[src/rtl/lcdt_pkg.sv]
package lcdt_pkg;
  localparam int REG_W   = 32;
  localparam int ADDR_W  = 3;
  localparam int CNT_W   = 10;
  localparam int SYNC_W  = 6;
  localparam int PORCH_W = 8;
  localparam int DIV_W   = 10;
  localparam int STAT_W  = 4;

  localparam int ACT_LSB   = 0;
  localparam int SYNC_LSB  = ACT_LSB + CNT_W;
  localparam int FRONT_LSB = SYNC_LSB + SYNC_W;
  localparam int BACK_LSB  = FRONT_LSB + PORCH_W;

  localparam logic [ADDR_W-1:0] A_CTRL = 3'd0;
  localparam logic [ADDR_W-1:0] A_HTIM = 3'd1;
  localparam logic [ADDR_W-1:0] A_VTIM = 3'd2;
  localparam logic [ADDR_W-1:0] A_CLK  = 3'd3;
  localparam logic [ADDR_W-1:0] A_STAT = 3'd4;
  localparam logic [ADDR_W-1:0] A_IEN  = 3'd5;

  localparam int B_FS_INV   = 15;
  localparam int B_LS_INV   = 16;
  localparam int B_EDGE     = 17;
  localparam int IB_RETRACE = 2;
  localparam int IB_ACTIVE  = 3;

  typedef enum logic [1:0] {
    PH_SYNC  = 2'd0,
    PH_BACK  = 2'd1,
    PH_ACT   = 2'd2,
    PH_FRONT = 2'd3
  } phase_e;

  typedef struct packed {
    logic [CNT_W-1:0] sync_n;
    logic [CNT_W-1:0] back_n;
    logic [CNT_W-1:0] act_n;
    logic [CNT_W-1:0] front_n;
  } axis_cfg_t;

  function automatic axis_cfg_t unpack_axis(input logic [REG_W-1:0] w);
    axis_cfg_t c;
    c.act_n   = w[ACT_LSB +: CNT_W];
    c.sync_n  = CNT_W'(w[SYNC_LSB +: SYNC_W]);
    c.front_n = CNT_W'(w[FRONT_LSB +: PORCH_W]);
    c.back_n  = CNT_W'(w[BACK_LSB +: PORCH_W]);
    return c;
  endfunction
endpackage

[src/rtl/lcdt_regs.sv]
module lcdt_regs
  import lcdt_pkg::*;
(
  input  logic              clk,
  input  logic              rst_n,
  input  logic              wr_en,
  input  logic [ADDR_W-1:0] wr_addr,
  input  logic [REG_W-1:0]  wr_data,
  input  logic              frame_start,
  input  logic [STAT_W-1:0] set_evt,
  output logic              run,
  output axis_cfg_t         hcfg,
  output axis_cfg_t         vcfg,
  output logic [DIV_W-1:0]  div,
  output logic              fs_inv,
  output logic              ls_inv,
  output logic              fall_edge,
  output logic [STAT_W-1:0] status,
  output logic [STAT_W-1:0] ien
);
  logic              run_q, run_d;
  logic [REG_W-1:0]  htim_q, htim_d, vtim_q, vtim_d;
  logic [DIV_W-1:0]  div_q, div_d;
  logic              fs_q, fs_d, ls_q, ls_d, fe_q, fe_d;
  logic [STAT_W-1:0] stat_q, stat_d, ien_q, ien_d, clr;
  axis_cfg_t         hsh_q, hsh_d, vsh_q, vsh_d;

  always_comb begin
    run_d  = run_q;
    htim_d = htim_q;
    vtim_d = vtim_q;
    div_d  = div_q;
    fs_d   = fs_q;
    ls_d   = ls_q;
    fe_d   = fe_q;
    ien_d  = ien_q;
    clr    = '0;
    if (wr_en) begin
      case (wr_addr)
        A_CTRL: run_d  = wr_data[0];
        A_HTIM: htim_d = wr_data;
        A_VTIM: vtim_d = wr_data;
        A_CLK: begin
          div_d = wr_data[DIV_W-1:0];
          fs_d  = wr_data[B_FS_INV];
          ls_d  = wr_data[B_LS_INV];
          fe_d  = wr_data[B_EDGE];
        end
        A_STAT: clr   = wr_data[STAT_W-1:0];
        A_IEN:  ien_d = wr_data[STAT_W-1:0];
        default: ;
      endcase
    end
    // a new event wins over a clear in the same cycle
    stat_d = (stat_q & ~clr) | set_evt;
    hsh_d  = frame_start ? unpack_axis(htim_q) : hsh_q;
    vsh_d  = frame_start ? unpack_axis(vtim_q) : vsh_q;
  end

  always_ff @(posedge clk or negedge rst_n) begin
    if (!rst_n) begin
      run_q  <= 1'b0;
      htim_q <= '0;
      vtim_q <= '0;
      div_q  <= '0;
      fs_q   <= 1'b0;
      ls_q   <= 1'b0;
      fe_q   <= 1'b0;
      stat_q <= '0;
      ien_q  <= '0;
      hsh_q  <= '0;
      vsh_q  <= '0;
    end else begin
      run_q  <= run_d;
      htim_q <= htim_d;
      vtim_q <= vtim_d;
      div_q  <= div_d;
      fs_q   <= fs_d;
      ls_q   <= ls_d;
      fe_q   <= fe_d;
      stat_q <= stat_d;
      ien_q  <= ien_d;
      hsh_q  <= hsh_d;
      vsh_q  <= vsh_d;
    end
  end

  assign run       = run_q;
  assign hcfg      = hsh_q;
  assign vcfg      = vsh_q;
  assign div       = div_q;
  assign fs_inv    = fs_q;
  assign ls_inv    = ls_q;
  assign fall_edge = fe_q;
  assign status    = stat_q;
  assign ien       = ien_q;

  // working timing copies change only at a frame start
  a_r11_shadow_hold: assert property (@(posedge clk) disable iff (!rst_n)
    !frame_start |=> ($stable(hsh_q) && $stable(vsh_q)));

  // write-one clears the retrace flag when no new event arrives
  a_r10_w1c: assert property (@(posedge clk) disable iff (!rst_n)
    (wr_en && wr_addr == A_STAT && wr_data[IB_RETRACE] && !set_evt[IB_RETRACE])
      |=> !stat_q[IB_RETRACE]);
endmodule

[src/rtl/lcdt_pixclk.sv]
module lcdt_pixclk
  import lcdt_pkg::*;
(
  input  logic             clk,
  input  logic             rst_n,
  input  logic             run,
  input  logic [DIV_W-1:0] div,
  input  logic             fall_edge,
  output logic             pix_clk,
  output logic             tick
);
  logic [DIV_W-1:0] dcnt_q, dcnt_d;
  logic             pclk_q, pclk_d;
  logic             wrap;

  always_comb begin
    wrap   = (dcnt_q >= div);
    dcnt_d = dcnt_q;
    pclk_d = pclk_q;
    if (!run) begin
      dcnt_d = '0;
      pclk_d = 1'b0;
    end else if (wrap) begin
      dcnt_d = '0;
      pclk_d = ~pclk_q;
    end else begin
      dcnt_d = dcnt_q + 1'b1;
    end
  end

  // a tick coincides with the toggle that produces the launch edge
  assign tick = run && wrap && (pclk_q == fall_edge);

  always_ff @(posedge clk or negedge rst_n) begin
    if (!rst_n) begin
      dcnt_q <= '0;
      pclk_q <= 1'b0;
    end else begin
      dcnt_q <= dcnt_d;
      pclk_q <= pclk_d;
    end
  end

  assign pix_clk = pclk_q;

  // no pixel clock activity while stopped
  a_r2_idle_low: assert property (@(posedge clk) disable iff (!rst_n)
    !run |=> !pclk_q);

  // a tick always lands on a pixel clock transition
  a_r7_tick_edge: assert property (@(posedge clk) disable iff (!rst_n)
    tick |=> (pclk_q != $past(pclk_q)));
endmodule

[src/rtl/lcdt_axis.sv]
module lcdt_axis
  import lcdt_pkg::*;
(
  input  logic             clk,
  input  logic             rst_n,
  input  logic             restart,
  input  logic             step,
  input  axis_cfg_t        cfg,
  output phase_e           phase,
  output logic [CNT_W-1:0] cnt,
  output logic             last,
  output logic             enter_act
);
  phase_e           ph_q, ph_d;
  logic [CNT_W-1:0] cnt_q, cnt_d, lim;
  logic             at_lim;

  always_comb begin
    case (ph_q)
      PH_SYNC: lim = cfg.sync_n;
      PH_BACK: lim = cfg.back_n;
      PH_ACT:  lim = cfg.act_n;
      default: lim = cfg.front_n;
    endcase
    at_lim = (cnt_q == lim);
    ph_d   = ph_q;
    cnt_d  = cnt_q;
    if (restart) begin
      ph_d  = PH_SYNC;
      cnt_d = '0;
    end else if (step) begin
      if (at_lim) begin
        ph_d  = phase_e'(ph_q + 2'd1);
        cnt_d = '0;
      end else begin
        cnt_d = cnt_q + 1'b1;
      end
    end
  end

  always_ff @(posedge clk or negedge rst_n) begin
    if (!rst_n) begin
      ph_q  <= PH_SYNC;
      cnt_q <= '0;
    end else begin
      ph_q  <= ph_d;
      cnt_q <= cnt_d;
    end
  end

  assign phase     = ph_q;
  assign cnt       = cnt_q;
  assign last      = step && (ph_q == PH_FRONT) && at_lim;
  assign enter_act = step && (ph_q == PH_BACK) && at_lim;

  // the counter never passes the length of its phase
  a_r3_cnt_within: assert property (@(posedge clk) disable iff (!rst_n)
    cnt_q <= lim);

  // phases advance one step in the fixed order
  a_r3_phase_seq: assert property (@(posedge clk) disable iff (!rst_n)
    (!$past(restart) && ph_q != $past(ph_q)) |-> (ph_q == phase_e'($past(ph_q) + 2'd1)));
endmodule

[src/rtl/lcd_timing_gen.sv]
module lcd_timing_gen
  import lcdt_pkg::*;
(
  input  logic        clk,
  input  logic        rst_n,
  input  logic        wr_en,
  input  logic [2:0]  wr_addr,
  input  logic [31:0] wr_data,
  output logic        pix_clk,
  output logic        hsync,
  output logic        vsync,
  output logic        de,
  output logic        irq
);
  logic              rs1_q, rs2_q, rstn_s;
  logic              run, fs_inv, ls_inv, fall_edge, tick;
  logic [DIV_W-1:0]  div;
  axis_cfg_t         hcfg, vcfg;
  logic [STAT_W-1:0] status, ien, set_evt;
  logic              primed_q, primed_d, frame_start;
  phase_e            h_ph, v_ph;
  logic [CNT_W-1:0]  h_cnt, v_cnt;
  logic              h_last, v_last, h_enter_act, v_enter_act;
  logic              hs_on, vs_on, de_on;

  // reset asserts at once and releases on a clock edge
  always_ff @(posedge clk or negedge rst_n) begin
    if (!rst_n) begin
      rs1_q <= 1'b0;
      rs2_q <= 1'b0;
    end else begin
      rs1_q <= 1'b1;
      rs2_q <= rs1_q;
    end
  end
  assign rstn_s = rs2_q;

  lcdt_regs i_regs (
    .clk(clk), .rst_n(rstn_s), .wr_en(wr_en), .wr_addr(wr_addr), .wr_data(wr_data),
    .frame_start(frame_start), .set_evt(set_evt), .run(run), .hcfg(hcfg), .vcfg(vcfg),
    .div(div), .fs_inv(fs_inv), .ls_inv(ls_inv), .fall_edge(fall_edge),
    .status(status), .ien(ien)
  );

  lcdt_pixclk i_pclk (
    .clk(clk), .rst_n(rstn_s), .run(run), .div(div), .fall_edge(fall_edge),
    .pix_clk(pix_clk), .tick(tick)
  );

  lcdt_axis i_hax (
    .clk(clk), .rst_n(rstn_s), .restart(frame_start), .step(tick), .cfg(hcfg),
    .phase(h_ph), .cnt(h_cnt), .last(h_last), .enter_act(h_enter_act)
  );

  lcdt_axis i_vax (
    .clk(clk), .rst_n(rstn_s), .restart(frame_start), .step(h_last), .cfg(vcfg),
    .phase(v_ph), .cnt(v_cnt), .last(v_last), .enter_act(v_enter_act)
  );

  // the first tick after run rises primes the engine and starts a frame
  always_comb begin
    primed_d    = run ? (primed_q | tick) : 1'b0;
    frame_start = tick && (!primed_q || v_last);
    set_evt     = '0;
    set_evt[IB_RETRACE] = frame_start;
    set_evt[IB_ACTIVE]  = primed_q && !frame_start && h_enter_act &&
                          (v_ph == PH_ACT) && (v_cnt == '0);
  end

  always_ff @(posedge clk or negedge rstn_s) begin
    if (!rstn_s) primed_q <= 1'b0;
    else         primed_q <= primed_d;
  end

  assign hs_on = primed_q && (h_ph == PH_SYNC);
  assign vs_on = primed_q && (v_ph == PH_SYNC);
  assign de_on = primed_q && (h_ph == PH_ACT) && (v_ph == PH_ACT);

  assign hsync = hs_on ^ ls_inv;
  assign vsync = vs_on ^ fs_inv;
  assign de    = de_on;
  assign irq   = |(status & ien);

  // data enable never overlaps either sync pulse
  a_r5_de_not_sync: assert property (@(posedge clk) disable iff (!rstn_s)
    de_on |-> (!hs_on && !vs_on));

  // the retrace flag rises together with the first pixel of a frame
  a_r8_ss_at_frame: assert property (@(posedge clk) disable iff (!rstn_s)
    $rose(status[IB_RETRACE]) |-> (vs_on && hs_on && h_cnt == '0 && v_cnt == '0));

  // the active flag rises together with an enabled pixel
  a_r8_sa_at_de: assert property (@(posedge clk) disable iff (!rstn_s)
    $rose(status[IB_ACTIVE]) |-> de_on);

  // vertical active phase is entered only at a line end
  a_r4_vact_entry: assert property (@(posedge clk) disable iff (!rstn_s)
    v_enter_act |-> h_last);

  // clearing run stops the strobes on the next cycle
  a_r1_stop: assert property (@(posedge clk) disable iff (!rstn_s)
    !run |=> (!de_on && !pix_clk));
endmodule

[config.mk]
export PLATFORM = sky130hd
export DESIGN_NAME = lcd_timing_gen
export DESIGN_NICKNAME = d
export VERILOG_FILES = /design/src/rtl/lcdt_pkg.sv /design/src/rtl/lcdt_regs.sv /design/src/rtl/lcdt_pixclk.sv /design/src/rtl/lcdt_axis.sv /design/src/rtl/lcd_timing_gen.sv
export SDC_FILE = /design/constraint.sdc
export NUM_CORES = 1
export LEC_CHECK = 0
export BUFFER_PORTS_ARGS = -buffer_cell sky130_fd_sc_hd__buf_4
export CAP_MARGIN = 10
export CELL_PAD_IN_SITES_DETAIL_PLACEMENT = 1
export CELL_PAD_IN_SITES_GLOBAL_PLACEMENT = 1
export CORE_ASPECT_RATIO = 1.5
export CORE_MARGIN = 8
export CORE_UTILIZATION = 54
export CTS_BUF_LIST = sky130_fd_sc_hd__clkbuf_16
export CTS_CLUSTER_SIZE = 28
export DETAILED_ROUTE_END_ITERATION = 7
export PLACE_DENSITY = 0.81
export SLEW_MARGIN = 20
export SYNTH_ARGS = -nofsm -noshare
export SYNTH_HDL_FRONTEND = slang
export SYNTH_SLANG_ARGS = --single-unit
[constraint.sdc]
create_clock -name clk -period 11.4 [get_ports clk]
set_clock_uncertainty 0.1 [all_clocks]
set_input_delay 1.14 -clock clk [delete_from_list [all_inputs] [get_ports clk]]
set_output_delay 1.14 -clock clk [all_outputs]
set_load 0.02 [all_outputs]
# == After elaboration in Yosys (flattened, before gate mapping) ==
# Cells that the tools add are included.
# classes
n_bitwise,8
muxes,21
n_mul,0
n_eq_ne,15
add_sub_neg,5
n_shift,0
n_reduce_logical,36
magnitude_cmp,1
div,0
# op_table
cell,n
$mux 10,8
$pmux 10 s3,2
$add 10x1->10 const B,3
$eq 10x10->1,2
$logic_and 1x1->1,17
$reduce_and 2->1,7
$mux 2,6
$ge 10x10->1,1
$logic_not 10->1,1
$and 4x4->4,2
$eq 2x2->1 const B,4
$mux 4,2
$reduce_bool 2->1,4
$eq 3x2->1 const B,2
$eq 3x3->1 const B,2
$add 2x1->2 const B,2
$eq 2x1->1 const B,2
$logic_not 2->1,2
$not 4->4,1
$or 4x4->4,1
$reduce_or 4->1,1
$eq 3x1->1 const B,1
$logic_not 3->1,1
$mux 1,3
other kinds (7),9
# word_totals
elab_cells,112
reg_bits,188
mem_bits_ro,0
out_inout_bits,5
memories,0
latchBits,0
ramBits,0
input_bits,38

# == Logic depth before layout (Yosys ltp) ==
# Gate-level depths: netlist of run 1.
# depth
depth_word,15
ltp_mapped,12
depth_no_buf,9

# == By module ==
# From an unflattened synthesis of run 1, not the netlist that was laid out.
# unflattened
cells_unflattened,696
hier_area_um2,9172.5
# by_module_without_submodules
mod,seq_area_each_um2,area_each_um2,n_inst,cells_per_inst
lcdt_regs,3753.6,5921.9,1,347
lcdt_axis,300.3,1133.6,2,120
lcdt_pixclk,275.3,758.2,1,85
lcd_timing_gen,75.1,225.2,1,24

# == Worst setup path after synthesis of run 1 ==
# Ideal clock, no wire load.
# synth_timing
path_kind,reg2reg
start,register i_hax.ph_q[0] (netlist: i_hax.phase[0])
end,register i_regs.hsh_q (netlist bit i_regs.hcfg[0])
path_buffers,3
setup_slack_ns,8.177
t_arrival_ns,2.998
t_required_ns,11.175
path_stages_with_launch,13
setup_ns,0.125
path_cell_list,dfrtp_1 > inv_1 > ha_1 > buf_6 > a222oi_1 > xnor2_1 > a221oi_2 > nand4_1 > nor3_2 > a21o_1 > buf_2 > buf_4 > mux2_2
# synth_between
elab_chain_cells,8
elab_cells_between_ends,12
cone_classes,eq/ne (4); mux (1); reduce/logical (7)
# synth_lines
element,line_no,rtl
from (decl),lcdt_axis.sv:14,"phase_e ph_q, ph_d;"
from (signal assigned),lcdt_axis.sv:46,ph_q <= ph_d;
"$eq 2x2->1, or another cell as far along",lcdt_axis.sv:19,case (ph_q)
$pmux 10 s3,lcdt_axis.sv:19,
$eq 10x10->1,lcdt_axis.sv:25,at_lim = (cnt_q == lim);
$logic_and 1x1->1 * (3 in series),lcdt_axis.sv:53,assign last = step && (ph_q == PH_FRONT) && at_lim;
$logic_or 1x1->1 *,lcd_timing_gen.sv:63,frame_start = tick && (!primed_q || v_last);
$logic_and 1x1->1 *,lcd_timing_gen.sv:63,
to (signal assigned),lcdt_regs.sv:83,hsh_q <= hsh_d;
to (decl),lcdt_regs.sv:26,"axis_cfg_t hsh_q, hsh_d, vsh_q, vsh_d;"
# Every way passes the cells marked *; elsewhere a longest branch is shown, timed or not.
# A chain may end at the register's enable or synchronous reset.

# == Worst setup path in the final report of run 1 ==
# layout_timing
start,register i_hax.ph_q[0] (netlist: i_hax.phase[0])
end,register i_regs.hsh_q (netlist bit i_regs.hcfg[11])
# Same word-level chain as after synthesis.

==> results.toml, run 1 <==
[timing]
hold_violations = 0
max_freq_mhz = 209
slew_headroom_pct = 35.1
slew_violations = 0
fin_tns_setup_ps = 0
rsz0062_at_grt = "false"
fin_crit_sh_pct = 41.9
max_slew.worst_pin.slew_ps = 973
setup_viol = 0
hold_ws_ps = 152
min_period_ps = 4770

[synth]
synth_compound_area_share_pct = 6.19
ys_ff_latch = 188
syn_avg_cell_area_um2 = 12.4
synth_top_family_by_area = "multiplexers"
mappedNetlistNets = 760
synth-simple-area-share_pct = 9.17
synth_ff_type = "dfrtp_1"
ys_types = 53
synth-edff-count = 0
synth_area_leader_cell = "dfrtp_1"
synthMuxAreaShare_pct = 19.8
synth.area.top_cells = "dfrtp_1, mux2_2, ha_1"
synth_xor_area_share_pct = 3.75
synth-seq-area-share_pct = 54.4
synth_top_cell_area_share_pct = 54.4
synth_fa_ha_area_share_pct = 3.47
syn_inst = 698
syn-cell-area_um2 = 8650
synthArstFlopShare_pct = 100
yosys_warnings = 0

[worst_setup_path]
startpoint = "i_hax.phase[0]$_DFFE_PN0P_"
r2r_start = "i_hax.phase[0]$_DFFE_PN0P_"
cp-start-kind = "flop"
r2r_setup_slack_ps = 6630
r2r_cells = 10
critPathRequiredTime_ps = 11630
crit_fanout = 57
r2r-end = "i_regs.hcfg[11]$_DFFE_PN0N_"
crit_path_end = "i_regs.hcfg[11]$_DFFE_PN0N_"
path_class = "flop to flop"
crit_arrival_ps = 5000
endpoint_kind = "flop"

[grt]
grt.overflow.total = 0
gr-usage-all-layers_pct = 23.9
grt_antenna_before_repair = 0
grt_start_max_net_pins = 85
grt_pass1_wl_um = 37800
grt_pass1_vias = 6709

[clock_network]
cts_resized = 0
root_buffer = "clkbuf_16"
cts_buffer_depth = 2
cts_buffers = 17
cts_tree = "done"
cts_setup_buffers = 0
hold_buffers = 0
clk-insertion-delay-late_ps = 450
clock-sinks = 188
cts_htree_levels = 4
cts.clk_slew.worst_paths_ps = 90

[routing]
drt_wl_total_um = 23100
drc_errors = 0
vias_per_cell = 6.14
met1Wirelength_um = 8740
drtIter0Drc = 312
dr.pass1.iters = 5
met3_length_um = 793
via_count = 5823
wl_met2_um = 12500
wl_per_cell_um = 24.3
maxUsedRoutingLayer = "met4"
ant_nets = 0

[layout]
drive_above_1_share_pct = 31.1
multi_input_area_um2 = 3680
regArea_um2 = 4710
n_fill_cell = 1553
fin_nets = 794
syn2layout_area_growth_pct = 12.7
num_antenna_cells = 0
final_cells = 948

[pwr]
powerDensity_nw_per_um2 = 191
power_mw = 1.86
vdd_drop_max_mv = 0.109
p_leak_nw = 4.42

[die]
start_util_pct = 55.1
rows = 56
die_h_um = 171
core_um2 = 15700
ios = 43
die_area_um2 = 20400
die_w_um = 119

[placement]
place.gp.congestion = 0.881
dp_hpwl_um = 15000
dp_cells = 916
portBuffers = 42

[outcome]
status = "completed"

[run]
max-cap-violations = 0

[worst_hold_path]
hold_path.class = "flop to asynchronous set/reset pin"
sequential cells by signal, summed over array words and instances, names as in the netlist, 2 cells and up:
name and count:
i_hax.cnt 10, i_hax.phase 2, i_pclk.dcnt_q 10, i_regs.div 10, i_regs.hcfg 32, i_regs.htim_q 32, i_regs.ien 4, i_regs.status 4
i_regs.vcfg 32, i_regs.vtim_q 32, i_vax.cnt 10, i_vax.phase 2
cell type report:
| type | count | area share [%] |
|---|---|---|
| Multi-Input combinational cell | 443 | 37.8 |
| Sequential cell | 188 | 48.3 |
| Clock inverter | 15 | 1.91 |
| Clock buffer | 17 | 4.36 |
| Timing Repair Buffer | 48 | 3.74 |
| Inverter | 34 | 1.31 |
| Tap cell | 203 | 2.61 |
cell families after synthesis:
family / Yosys count
simple gates: 154
mux: 153
other cells: 1
fa+ha+maj: 24
buf+inv: 67
flops: 188
compound gates: 74
xor+xnor: 37
layer usage:
layer	vias up	track usage, %
met3	66	3.53
met5	-	0
met4	0	12.6
met1	3041	26.4
li1	2554	-
met2	162	43.7
worst min path at each step:
stage	to	slack (ps)
after floorplan	rs2_q$_DFF_PN0_	230
after global placement	i_regs.vtim_q[13]$_DFFE_PN0P_	150
after detailed placement	i_regs.htim_q[13]$_DFFE_PN0P_	160
after CTS	i_regs.htim_q[13]$_DFFE_PN0P_	170
after global routing	i_regs.htim_q[13]$_DFFE_PN0P_	190
final	i_regs.htim_q[13]$_DFFE_PN0P_	150
per-stage QoR:
step / setup WS [ps] / area, um2 / utilization, %
floorplan: 5670 / 8650 / -
global placement: 7030 / 9130 / 58.2
detailed placement: 6890 / 9130 / 58.2
CTS: 6640 / 9740 / 62.1
global route: 6470 / 9750 / 62.1
finish: 6630 / 9750 / 62.1
layout by cell type (no fill, tap or decap), drive strengths merged, types with 3 or more instances in the layout:
master,count
a31oi,8
a22oi,7
a21oi,13
a222oi,11
or3,5
or2,3
nor2b,6
nand4,8
or4,9
dfrtp,188
a211oi,3
o21ai,9
nor4,5
nand2b,6
xnor2,32
inv,41
nor2,33
ha,24
xor2,5
mux2i,7
nand4b,3
mux2,146
nand2,37
and3,4
nand3,19
clkinv,8
clkbuf,17
nor3,8
o31ai,4
buf,48
Yosys cell counts (2+ instances only):
library cell / number
or2_2: 3
nand2b_1: 6
mux2i_1: 7
a22oi_1: 7
and3_1: 4
mux2_2: 144
nor2_1: 33
clkbuf_1: 21
buf_2: 6
buf_4: 2
nor4bb_1: 2
nor3b_1: 2
a222oi_1: 11
a211oi_1: 3
xor2_1: 5
nand4b_1: 3
nand2_1: 37
nor4b_1: 2
a21boi_0: 2
a31oi_1: 8
nor4_1: 5
dfrtp_1: 188
o32ai_1: 2
or3_1: 5
o31ai_1: 4
a2bb2oi_1: 2
o22ai_1: 2
mux2_1: 2
nand4_1: 8
nand3_1: 19
inv_1: 34
xnor2_1: 32
ha_1: 24
a21oi_1: 13
or4_1: 9
buf_1: 3
and2_1: 2
nor3_1: 7
nor2b_1: 6
o21ai_0: 9
a21o_1: 2
critical path, stage by stage, from the launching register on:
cell      delay, ps
dfrtp_1         460
inv_1           100
ha_1            390
a222oi_1        710
xnor2_1         190
a221oi_2        320
nand4_1         260
nor3_2          550
a21o_2          410
buf_4           660
mux2_2          450
power breakdown:
group	leakage, nW	switching [mW]	internal [mW]
sequential	2.39	0.121	0.806
combinational	1.73	0.156	0.170
clock	0.296	0.308	0.299
total	4.42	0.585	1.28
(Power assumes the default switching activity.)
==> run 2: changes to the inputs <==
--- a/config.mk
+++ b/config.mk
@@ -5,17 +5,18 @@
 export SDC_FILE = /design/constraint.sdc
 export NUM_CORES = 1
 export LEC_CHECK = 0
+export ABC_AREA = 1
 export BUFFER_PORTS_ARGS = -buffer_cell sky130_fd_sc_hd__buf_4
 export CAP_MARGIN = 10
 export CELL_PAD_IN_SITES_DETAIL_PLACEMENT = 1
 export CELL_PAD_IN_SITES_GLOBAL_PLACEMENT = 1
 export CORE_ASPECT_RATIO = 1.5
 export CORE_MARGIN = 8
-export CORE_UTILIZATION = 54
+export CORE_UTILIZATION = 46
 export CTS_BUF_LIST = sky130_fd_sc_hd__clkbuf_16
 export CTS_CLUSTER_SIZE = 28
 export DETAILED_ROUTE_END_ITERATION = 7
-export PLACE_DENSITY = 0.81
+export PLACE_DENSITY = 0.76
 export SLEW_MARGIN = 20
 export SYNTH_ARGS = -nofsm -noshare
 export SYNTH_HDL_FRONTEND = slang
==> constraint.sdc (replaced) <==
create_clock -name clk -period 4.9 [get_ports clk]
set_clock_uncertainty 0.1 [all_clocks]
set_input_delay 0.49 -clock clk [delete_from_list [all_inputs] [get_ports clk]]
set_output_delay 0.49 -clock clk [all_outputs]
set_load 0.02 [all_outputs]
==> run 2 against run 1 <==
- highest routed layer is now met5
- global-route usage down 1.7 points
- synthesized cell count up 55%
- fmax up 45%
- routed wire length up 5.3%
- die area up 17%
- largest power group unchanged
- register-to-register slack worse by 5000 ps
- hold slack better by 24 ps
- final area up 2.1%
- utilization down 9.8 points
- worst setup slack worse by 5000 ps
- sequential power rose to 2.6 times the previous value
- sequential cell count unchanged
==> results.toml, run 2 <==
[worst_setup_path]
r2r_start = "i_regs.div[9]$_DFFE_PN0P_"
crit_fanout = 68
crit_arrival_ps = 3560
worstPathCellList = "inv_1 -> ha_1 -> a21o_1 -> nor2_1 -> nand3_1 -> nand3_1 -> inv_1 -> nand2_2 -> buf_4 -> nand2_1 -> nand2_1"
slowest_stage = "buf_4"
max_stage_delay_ps = 600
r2r_setup_slack_ps = 1600
cp-start-kind = "flop"
r2r_cells = 11
r2r-end = "i_regs.hcfg[27]$_DFFE_PN0N_"
endpoint_kind = "flop"
crit_buf_inv = 3
critPathRequiredTime_ps = 5170
cp_top_family = "simple AND/OR/NAND/NOR gates"
path_class = "flop to flop"

[layout]
final_cells = 1377
mostFrequentLayoutCells = "nand2_1, dfrtp_1, inv_1, o21ai_0, nor2_1"
final_common_cell = "nand2_1"
fin_util_pct = 52.3
syn2layout_area_growth_pct = 12.8
drive_above_1_share_pct = 8.39
n_fill_cell = 2348
fin_nets = 1171
num_antenna_cells = 0

[timing]
slew_violations = 0
fin_tns_setup_ps = 0
setup_viol = 0
rsz0062_at_grt = "false"
fin_crit_sh_pct = 67.3
hold_ws_ps = 175
hold_violations = 0
min_period_ps = 3300
max_freq_mhz = 303
slew_headroom_pct = 43.1
max_slew.worst_pin.slew_ps = 851

[synth]
mappedNetlistNets = 1142
syn_inst = 1080
synth.most_common_cell = "nand2_1"
syn-cell-area_um2 = 8820
synth-seq-area-share_pct = 53.4
synthTopCellsByCount = "nand2_1, dfrtp_1, inv_1"
yosys_warnings = 0
synth-edff-count = 0
synth_top_cell_area_share_pct = 53.4
synth.area.top_cells = "dfrtp_1, nand2_1, o21ai_0"
synth_area_leader_cell = "dfrtp_1"
synthArstFlopShare_pct = 100
syn_avg_cell_area_um2 = 8.16
ys_types = 36
ys_ff_latch = 188
synth_ff_type = "dfrtp_1"

[clock_network]
cts_tree = "done"
cts_htree_levels = 4
cts_setup_buffers = 0
cts.clk_slew.worst_paths_ps = 70
clock-sinks = 188
cts_buffer_depth = 2
root_buffer = "clkbuf_16"
cts_buffers = 17
clk-insertion-delay-late_ps = 440

[routing]
via_count = 7112
wl_per_cell_um = 17.6
drc_errors = 0
ant_nets = 0
drt_wl_total_um = 24300
vias_per_cell = 5.16
dr.pass1.iters = 4
drtIter0Drc = 308

[worst_hold_path]
hold_path.class = "flop to asynchronous set/reset pin"

[die]
die_h_um = 186
ios = 43
die_area_um2 = 23900
start_util_pct = 46.4
core_um2 = 19000
rows = 62
die_w_um = 129

[grt]
grt_antenna_before_repair = 1
grt.overflow.total = 0
grt_start_max_net_pins = 116
gr-usage-all-layers_pct = 22.3
grt_pass1_vias = 7764
grt_pass1_wl_um = 40800

[placement]
portBuffers = 42
place.gp.congestion = 0.956
dp_hpwl_um = 17600
dp_cells = 1344

[pwr]
p_leak_nw = 5.25
vdd_drop_max_mv = 0.304
powerDensity_nw_per_um2 = 533

[run]
max-cap-violations = 0

[outcome]
status = "completed"
[run 2: metal layers]
metal	vias to the layer above	GRT usage, %	routed length, um
met2	97	38.8	12800
met5	-	0	12
met1	3529	25.9	10000
met3	47	3.79	521
li1	3437	-	-
met4	2	10.9	987
[run 2: timing repair]
| action | in CTS | in global routing |
|---|---|---|
| hold buffers | 1 | 0 |
| hold endpoints to repair | 2 | 0 |
| gates resized for setup | 0 | 0 |
[run 2: final cells by class]
type	count	area, um2	area share, %
Tap cell	256	320	3.22
Sequential cell	188	4710	47.3
Inverter	102	388	3.90
Clock inverter	14	195	1.96
Timing Repair Buffer	50	410	4.13
Multi-Input combinational cell	750	3500	35.2
Clock buffer	17	425	4.28
[run 2: report_power, final]
group | switching, mW | leakage [nW] | internal, mW | total [mW]
sequential | 0.419 | 2.43 | 2.02 | 2.44
clock | 0.605 | 0.281 | 0.852 | 1.46
combinational | 0.882 | 2.54 | 0.520 | 1.40
[run 2: cells by family after synthesis]
kind of cell | Yosys count | share of synthesized area (%)
flops | 188 | 53.4
other cells | 1 | 0.0425
fa+ha+maj | 24 | 3.41
mux | 1 | 0.114
simple gates | 580 | 26.6
buf+inv | 142 | 7.08
xor+xnor | 22 | 2.19
compound gates | 122 | 7.17
[run 2: worst max-delay path by stage]
stage	from	endpoint	cells after the start
final	i_regs.div[9]$_DFFE_PN0P_	i_regs.hcfg[27]$_DFFE_PN0N_	11
after global routing	i_vax.phase[0]$_DFFE_PN0P_	i_regs.vcfg[24]$_DFFE_PN0N_	19
after detailed placement	i_regs.div[9]$_DFFE_PN0P_	i_regs.hcfg[15]$_DFFE_PN0N_	11
after global placement	i_regs.div[9]$_DFFE_PN0P_	i_hax.phase[1]$_DFFE_PN0P_	11
after floorplan	rs2_q$_DFF_PN0_	i_hax.cnt[0]$_DFFE_PN0P_	0
after CTS	i_regs.div[9]$_DFFE_PN0P_	i_regs.hcfg[15]$_DFFE_PN0N_	11
[run 2: per-stage QoR]
stage	setup WS [ps]	total power [mW]	cell area, um2
5_1_grt	1340	5.67	9950
6_report	1600	5.30	9950
3_5_place_dp	1630	3.86	9290
4_1_cts	1620	5.36	9920
3_3_place_gp	1690	3.80	9290
2_1_floorplan	1700	3.34	8820
==> run 3: changes to the inputs <==
--- a/config.mk
+++ b/config.mk
@@ -5,14 +5,14 @@
 export SDC_FILE = /design/constraint.sdc
 export NUM_CORES = 1
 export LEC_CHECK = 0
-export ABC_AREA = 1
+export ABC_AREA = 0
 export BUFFER_PORTS_ARGS = -buffer_cell sky130_fd_sc_hd__buf_4
 export CAP_MARGIN = 10
 export CELL_PAD_IN_SITES_DETAIL_PLACEMENT = 1
 export CELL_PAD_IN_SITES_GLOBAL_PLACEMENT = 1
 export CORE_ASPECT_RATIO = 1.5
 export CORE_MARGIN = 8
-export CORE_UTILIZATION = 46
+export CORE_UTILIZATION = 50
 export CTS_BUF_LIST = sky130_fd_sc_hd__clkbuf_16
 export CTS_CLUSTER_SIZE = 28
 export DETAILED_ROUTE_END_ITERATION = 7
==> constraint.sdc (replaced) <==
create_clock -name clk -period 3.3 [get_ports clk]
set_clock_uncertainty 0.1 [all_clocks]
set_input_delay 0.33 -clock clk [delete_from_list [all_inputs] [get_ports clk]]
set_output_delay 0.33 -clock clk [all_outputs]
set_load 0.02 [all_outputs]
==> run 3 against run 2 <==
- routed wire length decreased by 4.0%
- largest power group unchanged
- critical path type unchanged
- global-route usage increased by 0.26 points
- register-to-register slack got worse by 1500 ps
- sequential power increased by 31%
- first-iteration DRC count increased by 12%
- count of clock-buffer cells in the layout unchanged
- worst setup slack got worse by 1500 ps
- highest routed layer is now met4
- largest cell class unchanged
- hold slack got worse by 150 ps
==> results.toml, run 3 (synthesized netlist as in run 1, its figures left out) <==
[layout]
fin_util_pct = 59.6
final_common_cell = "dfrtp_1"
num_antenna_cells = 0
drive_above_1_share_pct = 35.4
mostFrequentLayoutCells = "dfrtp_1, mux2_2, buf_4, nand2_1"
fin_nets = 831
syn2layout_area_growth_pct = 18.0
n_fill_cell = 1723

[routing]
via_count = 5857
drtIter0Drc = 346
drc_errors = 0
dr.pass1.iters = 6
drt_wl_total_um = 23300
vias_per_cell = 5.89
ant_nets = 0
wl_per_cell_um = 23.4

[timing]
max_freq_mhz = 308
setup_viol = 0
max_slew.worst_pin.slew_ps = 874
min_period_ps = 3240
hold_ws_ps = 22.9
fin_crit_sh_pct = 98.3
slew_violations = 0
hold_violations = 0
slew_headroom_pct = 41.7

[die]
start_util_pct = 50.5
ios = 43
die_h_um = 177
die_area_um2 = 21900
die_w_um = 123
rows = 59
core_um2 = 17100

[pwr]
intPower_mw = 4.52
p_leak_nw = 4.63
pwr-share-comb_pct = 19.2
vdd_drop_max_mv = 0.462
power.share.clock_pct = 32.3
seq_power_share_pct = 48.5
switchingPower_mw = 2.06
p_sw_share_pct = 31.3
powerDensity_nw_per_um2 = 646

[clock_network]
cts_buffer_depth = 2
cts_buffers = 17
cts_htree_levels = 4
clock-sinks = 188
cts.clk_slew.worst_paths_ps = 80
root_buffer = "clkbuf_16"
cts_tree = "done"
clk-insertion-delay-late_ps = 450

[outcome]
status = "completed"

[grt]
gr-usage-all-layers_pct = 22.5
top_usage_layer = "met2"
grt_util_met1_pct = 24.0
grt_antenna_before_repair = 0
grtUsageMet2_pct = 41.0
grt.overflow.total = 0
use_met3_pct = 4.12
grt_start_max_net_pins = 65
grt_pass1_wl_um = 37100
grt_pass1_vias = 6757

[run]
max-cap-violations = 0

[worst_setup_path]
endpoint_kind = "flop"
cp-start-kind = "flop"
crit_arrival_ps = 3510
crit_fanout = 14
critPathRequiredTime_ps = 3560
path_class = "flop to flop"

[placement]
dp_hpwl_um = 16600
portBuffers = 42
place.gp.congestion = 0.919

[worst_hold_path]
hold_path.class = "input pin to flop"
-- run 3: cell count changes in the layout (fill, tap and decap cells not counted), sizes merged, moves of 9 or more --
cell,change
a222oi,+11
buf,+33
inv,-63
mux2,+146
nand2,-402
nand3,-29
nor2,-16
o21ai,-82
o22ai,-9
or2,-10
or4,+9
xnor2,+28
xor2,-13
-- run 3: timing repair --
action	in CTS	in global routing
setup buffers	3	2
pin swaps	3	10
hold endpoints to repair	3	0
hold buffers	2	0
resized for setup	8	9
setup endpoints to repair	68	71
gates cloned	0	1
-- run 3: power groups by stage --
stage / Combinational (mW) / Sequential, mW / Clock, mW
2_1_floorplan: 0.796 / 3.05 / 0
3_3_place_gp: 1.10 / 3.18 / 0
3_5_place_dp: 1.20 / 3.22 / 0
4_1_cts: 1.25 / 3.20 / 2.17
5_1_grt: 1.37 / 3.26 / 2.24
6_report: 1.27 / 3.20 / 2.13
-- run 3: layout make-up --
| class | count | area, um2 | share of cell area (%) |
|---|---|---|---|
| clock buffer | 17 | 425 | 4.17 |
| clock inverter | 15 | 206 | 2.02 |
| inverter | 34 | 128 | 1.25 |
| multi-input combinational | 443 | 3740 | 36.7 |
| sequential | 188 | 4710 | 46.2 |
| tap | 213 | 267 | 2.61 |
| timing repair buffer | 85 | 722 | 7.08 |
-- run 3: worst paths after layout --
kind,cells past startpoint,slack [ps],to,startpoint
max,10,60,i_vax.cnt[5]$_DFFE_PN0P_,i_hax.phase[0]$_DFFE_PN0P_
min,2,20,i_regs.htim_q[12]$_DFFE_PN0P_,wr_data[12]
max reg2reg,10,60,i_vax.cnt[5]$_DFFE_PN0P_,i_hax.phase[0]$_DFFE_PN0P_
min reg2reg,0,260,rs2_q$_DFF_PN0_,rs1_q$_DFF_PN0_
max in group asynchronous,1,1910,i_regs.vtim_q[25]$_DFFE_PN0P_,rs2_q$_DFF_PN0_
min in group asynchronous,2,80,rs2_q$_DFF_PN0_,rst_n
-- run 3: per-layer routing --
| layer | vias up | part of all wire (%) |
|---|---|---|
| met3 | 64 | 3.5 |
| met2 | 147 | 55 |
| met1 | 3012 | 37 |
| li1 | 2634 | - |
| met5 | - | 0 |
| met4 | 0 | 4.2 |
-- run 3: worst max-delay path, stage by stage, from the launching register on --
cell and delay (ps):
dfrtp_1 380, buf_4 160, ha_4 180, a222oi_1 500, a21oi_1 190, xnor2_1 200, nand4_1 150, or4_1 510
buf_6 170, or4_1 460, a31oi_1 170
-- run 3: metrics by stage --
| stage | total power [mW] | area (um2) | instances | setup slack, ps | TNS, ps |
|---|---|---|---|---|---|
| after floorplan | 3.85 | 8650 | 698 | 77.2 | 0 |
| after detailed placement | 4.42 | 9410 | 955 | 0.703 | 0 |
| final | 6.59 | 10200 | 995 | 57.2 | 0 |
| after CTS | 6.62 | 10100 | 992 | 11.6 | 0 |
| after global routing | 6.87 | 10200 | 995 | -51.4 | -2130 |
| after global placement | 4.28 | 9410 | 955 | 114 | 0 |
